File: config.mk
export PLATFORM = sky130hd
export DESIGN_NAME = cfe_monitor
export DESIGN_NICKNAME = d
export VERILOG_FILES = /design/src/rtl/cfe_pkg.sv /design/src/rtl/cfe_land_track.sv /design/src/rtl/cfe_shadow_stack.sv /design/src/rtl/cfe_fault_reg.sv /design/src/rtl/cfe_monitor.sv
export SDC_FILE = /design/constraint.sdc
export NUM_CORES = 1
export LEC_CHECK = 0
export BUFFER_PORTS_ARGS = -buffer_cell sky130_fd_sc_hd__buf_2
export CORE_MARGIN = 5
export CORE_UTILIZATION = 57
export CTS_CLUSTER_SIZE = 14
export DETAILED_ROUTE_END_ITERATION = 16
export PLACE_DENSITY = 0.72
export SLEW_MARGIN = 10
export SYNTH_ARGS = -nofsm -noshare
export SYNTH_HDL_FRONTEND = slang
export SYNTH_SLANG_ARGS = --single-unit
export TNS_END_PERCENT = 30
File: constraint.sdc
create_clock -name clk -period 10.6 [get_ports clk]
set_clock_uncertainty 0.15 [all_clocks]
set_input_delay 0.53 -clock clk [delete_from_list [all_inputs] [get_ports clk]]
set_output_delay 0.53 -clock clk [all_outputs]
set_load 0.01 [all_outputs]
File: src/rtl/cfe_pkg.sv
package cfe_pkg;

   typedef enum logic [2:0] {
      CFE_OK           = 3'd0,
      CFE_LAND_MISS    = 3'd1,
      CFE_RET_MISMATCH = 3'd2,
      CFE_SS_OVERFLOW  = 3'd3,
      CFE_SS_UNDERFLOW = 3'd4
   } cfe_cause_e;

   localparam int CFE_CAUSE_W = 3;

endpackage

File: src/rtl/cfe_land_track.sv
module cfe_land_track (
   input  logic clk,
   input  logic rst_n,
   input  logic enable,
   input  logic halt,
   input  logic retire,
   input  logic tracked,
   input  logic is_land,
   output logic miss,
   output logic pending
);

   logic pending_q;
   logic step;

   assign step    = retire && !halt;
   assign miss    = step && pending_q && enable && !is_land;
   assign pending = pending_q;

   always_ff @(posedge clk or negedge rst_n) begin
      if (!rst_n) begin
         pending_q <= 1'b0;
      end else if (step) begin
         pending_q <= enable && tracked;
      end
   end


   land_clear_chk: assert property (@(posedge clk) disable iff (!rst_n)
      (step && !(enable && tracked)) |=> !pending_q);


   land_freeze_chk: assert property (@(posedge clk) disable iff (!rst_n)
      halt |=> $stable(pending_q));

endmodule

File: src/rtl/cfe_shadow_stack.sv
module cfe_shadow_stack #(
   parameter int DEPTH          = 16,
   parameter int ADDR_W         = 32,
   parameter bit CLEAR_ON_RESET = 1'b1
) (
   input  logic              clk,
   input  logic              rst_n,
   input  logic              enable,
   input  logic              halt,
   input  logic              retire,
   input  logic              push_req,
   input  logic              pop_req,
   input  logic [ADDR_W-1:0] addr,
   output logic              overflow,
   output logic              underflow,
   output logic              mismatch
);

   localparam int SP_W  = $clog2(DEPTH + 1);
   localparam int IDX_W = (DEPTH > 1) ? $clog2(DEPTH) : 1;

   if (DEPTH < 2) begin : g_bad_depth
      $error("cfe_shadow_stack: DEPTH must be at least 2");
   end
   if (ADDR_W < 1) begin : g_bad_width
      $error("cfe_shadow_stack: ADDR_W must be positive");
   end

   logic [SP_W-1:0]   sp_q;
   logic              full, empty, active;
   logic              do_push, do_pop;
   logic [IDX_W-1:0]  top_idx;
   logic [IDX_W-1:0]  wr_idx;
   logic [ADDR_W-1:0] ent_v [DEPTH];
   logic [ADDR_W-1:0] top_val;

   assign full    = (sp_q == SP_W'(DEPTH));
   assign empty   = (sp_q == '0);
   assign active  = retire && !halt && enable;
   assign do_push = active && push_req && !full;
   assign do_pop  = active && pop_req && !empty;
   assign wr_idx  = IDX_W'(sp_q);
   assign top_idx = empty ? '0 : IDX_W'(sp_q - SP_W'(1));
   assign top_val = ent_v[top_idx];

   assign overflow  = active && push_req && full;
   assign underflow = active && pop_req && empty;
   assign mismatch  = do_pop && (top_val != addr);

   always_ff @(posedge clk or negedge rst_n) begin
      if (!rst_n) begin
         sp_q <= '0;
      end else if (do_push) begin
         sp_q <= sp_q + SP_W'(1);
      end else if (do_pop) begin
         sp_q <= sp_q - SP_W'(1);
      end
   end

   for (genvar i = 0; i < DEPTH; i++) begin : g_ent
      logic [ADDR_W-1:0] q;
      logic              we;
      assign we       = do_push && (wr_idx == IDX_W'(i));
      assign ent_v[i] = q;
      if (CLEAR_ON_RESET) begin : g_rst
         always_ff @(posedge clk or negedge rst_n) begin
            if (!rst_n) begin
               q <= '0;
            end else if (we) begin
               q <= addr;
            end
         end
      end else begin : g_norst
         always_ff @(posedge clk) begin
            if (we) begin
               q <= addr;
            end
         end
      end
   end


   no_overflow_chk: assert property (@(posedge clk) disable iff (!rst_n)
      sp_q <= SP_W'(DEPTH));


   push_depth_chk: assert property (@(posedge clk) disable iff (!rst_n)
      do_push |=> (sp_q == $past(sp_q) + SP_W'(1)));


   pop_depth_chk: assert property (@(posedge clk) disable iff (!rst_n)
      do_pop |=> (sp_q == $past(sp_q) - SP_W'(1)));


   ss_off_chk: assert property (@(posedge clk) disable iff (!rst_n)
      !enable |=> $stable(sp_q));


   ss_freeze_chk: assert property (@(posedge clk) disable iff (!rst_n)
      halt |=> $stable(sp_q));


   no_underflow_chk: assert property (@(posedge clk) disable iff (!rst_n)
      underflow |-> !do_pop);

endmodule

File: src/rtl/cfe_fault_reg.sv
module cfe_fault_reg
   import cfe_pkg::*;
(
   input  logic                   clk,
   input  logic                   rst_n,
   input  logic                   land_miss,
   input  logic                   ret_mismatch,
   input  logic                   ss_overflow,
   input  logic                   ss_underflow,
   output logic                   fault,
   output logic [CFE_CAUSE_W-1:0] cause
);

   logic       fault_q;
   cfe_cause_e cause_q;
   cfe_cause_e cause_d;
   logic       any_d;

   always_comb begin
      cause_d = CFE_OK;
      if (land_miss) begin
         cause_d = CFE_LAND_MISS;
      end else if (ss_overflow) begin
         cause_d = CFE_SS_OVERFLOW;
      end else if (ss_underflow) begin
         cause_d = CFE_SS_UNDERFLOW;
      end else if (ret_mismatch) begin
         cause_d = CFE_RET_MISMATCH;
      end
   end

   assign any_d = land_miss || ret_mismatch || ss_overflow || ss_underflow;

   always_ff @(posedge clk or negedge rst_n) begin
      if (!rst_n) begin
         fault_q <= 1'b0;
         cause_q <= CFE_OK;
      end else if (!fault_q && any_d) begin
         fault_q <= 1'b1;
         cause_q <= cause_d;
      end
   end

   assign fault = fault_q;
   assign cause = cause_q;


   fault_sticky_chk: assert property (@(posedge clk) disable iff (!rst_n)
      fault_q |=> (fault_q && $stable(cause_q)));


   land_first_chk: assert property (@(posedge clk) disable iff (!rst_n)
      (!fault_q && land_miss) |=> (cause_q == CFE_LAND_MISS));


   cause_valid_chk: assert property (@(posedge clk) disable iff (!rst_n)
      fault_q == (cause_q != CFE_OK));

endmodule

File: src/rtl/cfe_monitor.sv
module cfe_monitor
   import cfe_pkg::*;
#(
   parameter int DEPTH          = 16,
   parameter int ADDR_W         = 32,
   parameter bit CLEAR_ON_RESET = 1'b1
) (
   input  logic              clk,
   input  logic              rst_n,
   input  logic              ibt_en,
   input  logic              ss_en,
   input  logic              retire_vld,
   input  logic              cls_jmp_dir,
   input  logic              cls_jmp_ind,
   input  logic              cls_call_dir,
   input  logic              cls_call_ind,
   input  logic              cls_ret,
   input  logic              cls_land,
   input  logic [ADDR_W-1:0] ret_addr,
   output logic              fault_vld,
   output logic [2:0]        fault_cause
);

   logic halt;
   logic tracked, push_req;
   logic land_miss, land_pending;
   logic ss_ovf, ss_unf, ss_mism;

   assign tracked  = cls_jmp_ind || cls_call_ind;
   assign push_req = cls_call_dir || cls_call_ind;

   cfe_land_track u_land (
      .clk     (clk),
      .rst_n   (rst_n),
      .enable  (ibt_en),
      .halt    (halt),
      .retire  (retire_vld),
      .tracked (tracked),
      .is_land (cls_land),
      .miss    (land_miss),
      .pending (land_pending)
   );

   cfe_shadow_stack #(
      .DEPTH          (DEPTH),
      .ADDR_W         (ADDR_W),
      .CLEAR_ON_RESET (CLEAR_ON_RESET)
   ) u_stack (
      .clk       (clk),
      .rst_n     (rst_n),
      .enable    (ss_en),
      .halt      (halt),
      .retire    (retire_vld),
      .push_req  (push_req),
      .pop_req   (cls_ret),
      .addr      (ret_addr),
      .overflow  (ss_ovf),
      .underflow (ss_unf),
      .mismatch  (ss_mism)
   );

   cfe_fault_reg u_fault (
      .clk          (clk),
      .rst_n        (rst_n),
      .land_miss    (land_miss),
      .ret_mismatch (ss_mism),
      .ss_overflow  (ss_ovf),
      .ss_underflow (ss_unf),
      .fault        (fault_vld),
      .cause        (fault_cause)
   );

   assign halt = fault_vld;

   // decoder contract: one class per retired instruction
   class_onehot_chk: assert property (@(posedge clk) disable iff (!rst_n)
      retire_vld |-> $onehot0({cls_jmp_dir, cls_jmp_ind, cls_call_dir,
                               cls_call_ind, cls_ret, cls_land}));


   land_fault_chk: assert property (@(posedge clk) disable iff (!rst_n)
      (land_pending && retire_vld && ibt_en && !cls_land && !fault_vld)
         |=> (fault_vld && fault_cause == 3'd1));


   direct_no_arm_chk: assert property (@(posedge clk) disable iff (!rst_n)
      (retire_vld && !fault_vld && (cls_jmp_dir || cls_call_dir || cls_land))
         |=> !land_pending);


   ibt_off_chk: assert property (@(posedge clk) disable iff (!rst_n)
      (!ibt_en && retire_vld && !fault_vld) |=> !land_pending);

endmodule

==> results.md <==
* Nets at 2269
* Leak at roughly 13 nW
* Die area at between 40000 and 50000 sq um
* Via density at 6.782
* Kind of critical path: register to register
* Cell Int Power at approximately 0.0052 W
* Top cells by count, synth: dfrtp_1, mux2_2, nand2_1
* Initial antenna violation count at 2
* Core area at about 44000 sq um
* Post-synth top area share at 51.41%
* CP endpoint: u_fault.cause[2]
* Maximum vdd ir drop at between 0.2 and 0.25 mV
* Pin slew with the least headroom to its limit at between 1000 and 1500 ps
* Final ANT Viol Nets at 0
* R2r endpoint: u_fault.cause[2]
* Hold depth at 3
* Unique masters post-synth at 84
* FF+latch count, synth at ~520
* DRT iter0 DRCs at ~2.6k
* DRC violations left at 0
* Sequential power share at ~32%
* Maxcap violations at 0
* Vias in the first global route at roughly 19k
* Combinational Power Share at roughly 47%
* Compound-Gate Fraction of Synth Area at 14.36%
* Drt pass-1 iters at 6
* Status: finished, final reports clean
* Die width at 221.1 microns
* Slew Limit Fails at 0
* Mean Syn Cell Area at approximately 11 sq um
* Switching share of power at between 40% and 50%
* Area share of fa/ha/maj cells after synthesis at less than 1%
* Total gr overflow at 0
* Clk sink count at 522
* Worst-Skew Late Latency at about 620 ps
* Final Hold Viols at 0
* Total GRT Usage at approximately a third
* NetSw at a little under 0.004 W
* Routability congestion estimate from global placement at slightly above 0.9
* Post-cts resize count at 0
* Normalized max-slew margin at between 20% and 30%
* Cells after Synth at approximately 2.3k
* First-pass GRT wire length at roughly 120000 microns
* Min-delay worst type: primary input to register
* Fmax at around 0.15 GHz
* Hpwl dp at approximately 46000 microns
* I/O pin count at 47
* Area Overhead vs Synth at 9.056%
* Total via count in the routed design at between 15k and 20k
* Crit start category: register
* TritonCTS clock tree: built
* Post-synth EDFFs at 0
* Pin count of the biggest net entering global routing at 94
* Mux cell area share after synthesis at between 20% and 30%
* Critical path required time at around 11000 ps
* Pre-CTS setup slack at around 4100 ps
* Sum Neg Setup Slack at 0 ps
* Synth Cell Area at about 25000 sq um
* Xor and xnor fraction of the mapped netlist area at less than 1%
* Async SR Flop Fraction at 100.0%
* Most common flop cell mapped by yosys: dfrtp_1
* Rows at 77
* Crit. End Element: register
* Count leader, synth: dfrtp_1
* Number of port buffers at 45
* Bufs on Longest Clock Path at 3
* Crit path from: u_stack.sp_q[0]
* Cell depth of the worst flop-to-flop path at 14
* Post-Route WL at approximately 80000 microns
* Cell taking the most area after synthesis: dfrtp_1
* Height of the die at ~220 microns
* Clk slew on worst S/H paths at approximately 60 ps
* Post-synthesis sequential area ratio at between 50% and 60%
* Unrepaired setup endpoints after global routing: no
* Clock power share at 21.2%
* Final setup viols at 0
* Number of CTS-inserted buffers at 53
* Tmin final at 6650 ps
* Power density over the cells at 329.1 nW/um^2
* Worst-path fanout max at 40
* Simple-gate portion of the synthesized area at about a tenth
* Layout cells sized above 1 at around 27%
* R2R Setup Slk at a little under 4000 ps
* Top post-synthesis cells by area: dfrtp_1, mux2_2, o21ai_0
* Syn nets at 2337
* Arrival time worst endpoint at between 7000 and 8000 ps
* Period utilization at ~63%
* Wire per inst at between 20 and 30 microns
* CTS Root Cell: clkbuf_16
* Initial Util at between 50% and 60%
* Final WS setup at around 4000 ps
* H-tree lvl count at 2
* Critical R2R Launch: u_stack.sp_q[0]
* Ys Warns at 0
* Largest family of logic cells by synthesized area: multiplexers
-- state kept, by name, summed over array words and instances, names as in the netlist --
signal,cells
u_fault.cause,3
u_land.pending,1
u_fault.fault,1
u_stack.sp_q,5
u_stack.g_ent.q,512
-- stage by stage --
stage          cells  utilization [%]  hold slack, ps  cell area [sq um]  total power, W
5_1_grt         2852            62.79           50.96              27700        0.009497
6_report        2854            62.80           23.30              27710        0.009118
3_5_place_dp    2757            58.71           313.5              25900        0.007073
2_1_floorplan   2289                -           84.41              25410        0.005638
4_1_cts         2851            62.78           18.87              27700        0.009006
3_3_place_gp    2757            58.71           304.0              25900        0.006949
-- how the worst min path moves through the flow --
stage | from | endpoint | slack, ps
detailed placement | u_stack.g_ent[6].q[12] | u_stack.g_ent[6].q[12] | 310
global route | cls_jmp_ind | u_land.pending | 50
CTS | cls_jmp_ind | u_land.pending | 20
floorplan | rst_n | u_fault.cause[0] | 80
finish | cls_jmp_ind | u_land.pending | 20
global placement | u_stack.g_ent[10].q[18] | u_stack.g_ent[10].q[18] | 300
-- layout make-up --
type,count,area [sq um]
antenna,3,7.507
clock buffer,77,1599
clock inverter,16,187.7
fill,3540,16420
inverter,21,78.83
multi-input combinational,1528,11420
sequential,522,13070
tap,592,740.7
timing repair buffer,95,613.1
-- cells in the final DEF, fill, tap and decap left out, drive strengths merged, types with 24 or more instances in the layout --
master / n
and2: 37
o21ai: 215
a21oi: 41
clkbuf: 77
nor3: 31
mux2: 390
a22oi: 24
dfrtp: 522
mux2i: 68
nand3: 28
o221ai: 26
nand2: 238
nor2: 82
a211oi: 39
buf: 94
-- power groups by stage --
stage | clock network, W | logic, W | registers [W]
3_3_place_gp | 0 | 0.00405 | 0.00290
6_report | 0.00193 | 0.00425 | 0.00293
2_1_floorplan | 0 | 0.00282 | 0.00282
5_1_grt | 0.00202 | 0.00448 | 0.00299
3_5_place_dp | 0 | 0.00412 | 0.00295
4_1_cts | 0.00195 | 0.00414 | 0.00292
-- critical path, cell delays in order (launching register included) --
cell,delay [ps]
dfrtp_4,690
inv_2,160
buf_4,510
ha_1,550
xnor2_2,410
nor2_4,890
buf_4,610
mux2i_1,330
o22ai_1,120
a2111o_1,390
or4b_1,590
nand4b_4,240
nor4_4,220
nand4_1,290
a221oi_2,350
-- metal layers --
layer,vias to the layer above,routed length (microns),global-route usage [%]
met5,-,0,0
met4,0,3260,13.07
met3,218,7714,5.791
met2,1047,35770,48.20
met1,9883,32400,44.89
li1,8207,-,-
-- logic make-up (layout without fill, tap and decap cells) --
| group | count (synthesis) | in the layout |
|---|---|---|
| buffers and inverters | 239 | 209 |
| other | 0 | 3 |
| adders and majority gates | 5 | 5 |
| and+or+nand+nor | 503 | 503 |
| xor gates and xnor gates | 14 | 14 |
| DFF | 522 | 522 |
| AOI/OAI and AO/OA | 546 | 546 |
| muxes | 460 | 460 |
-- what timing repair did --
item / in CTS / in global routing
setup buffers: 0 / 0
hold buffers: 1 / 0
hold endpoints to repair: 88 / 0
(Power assumes the default switching activity.)
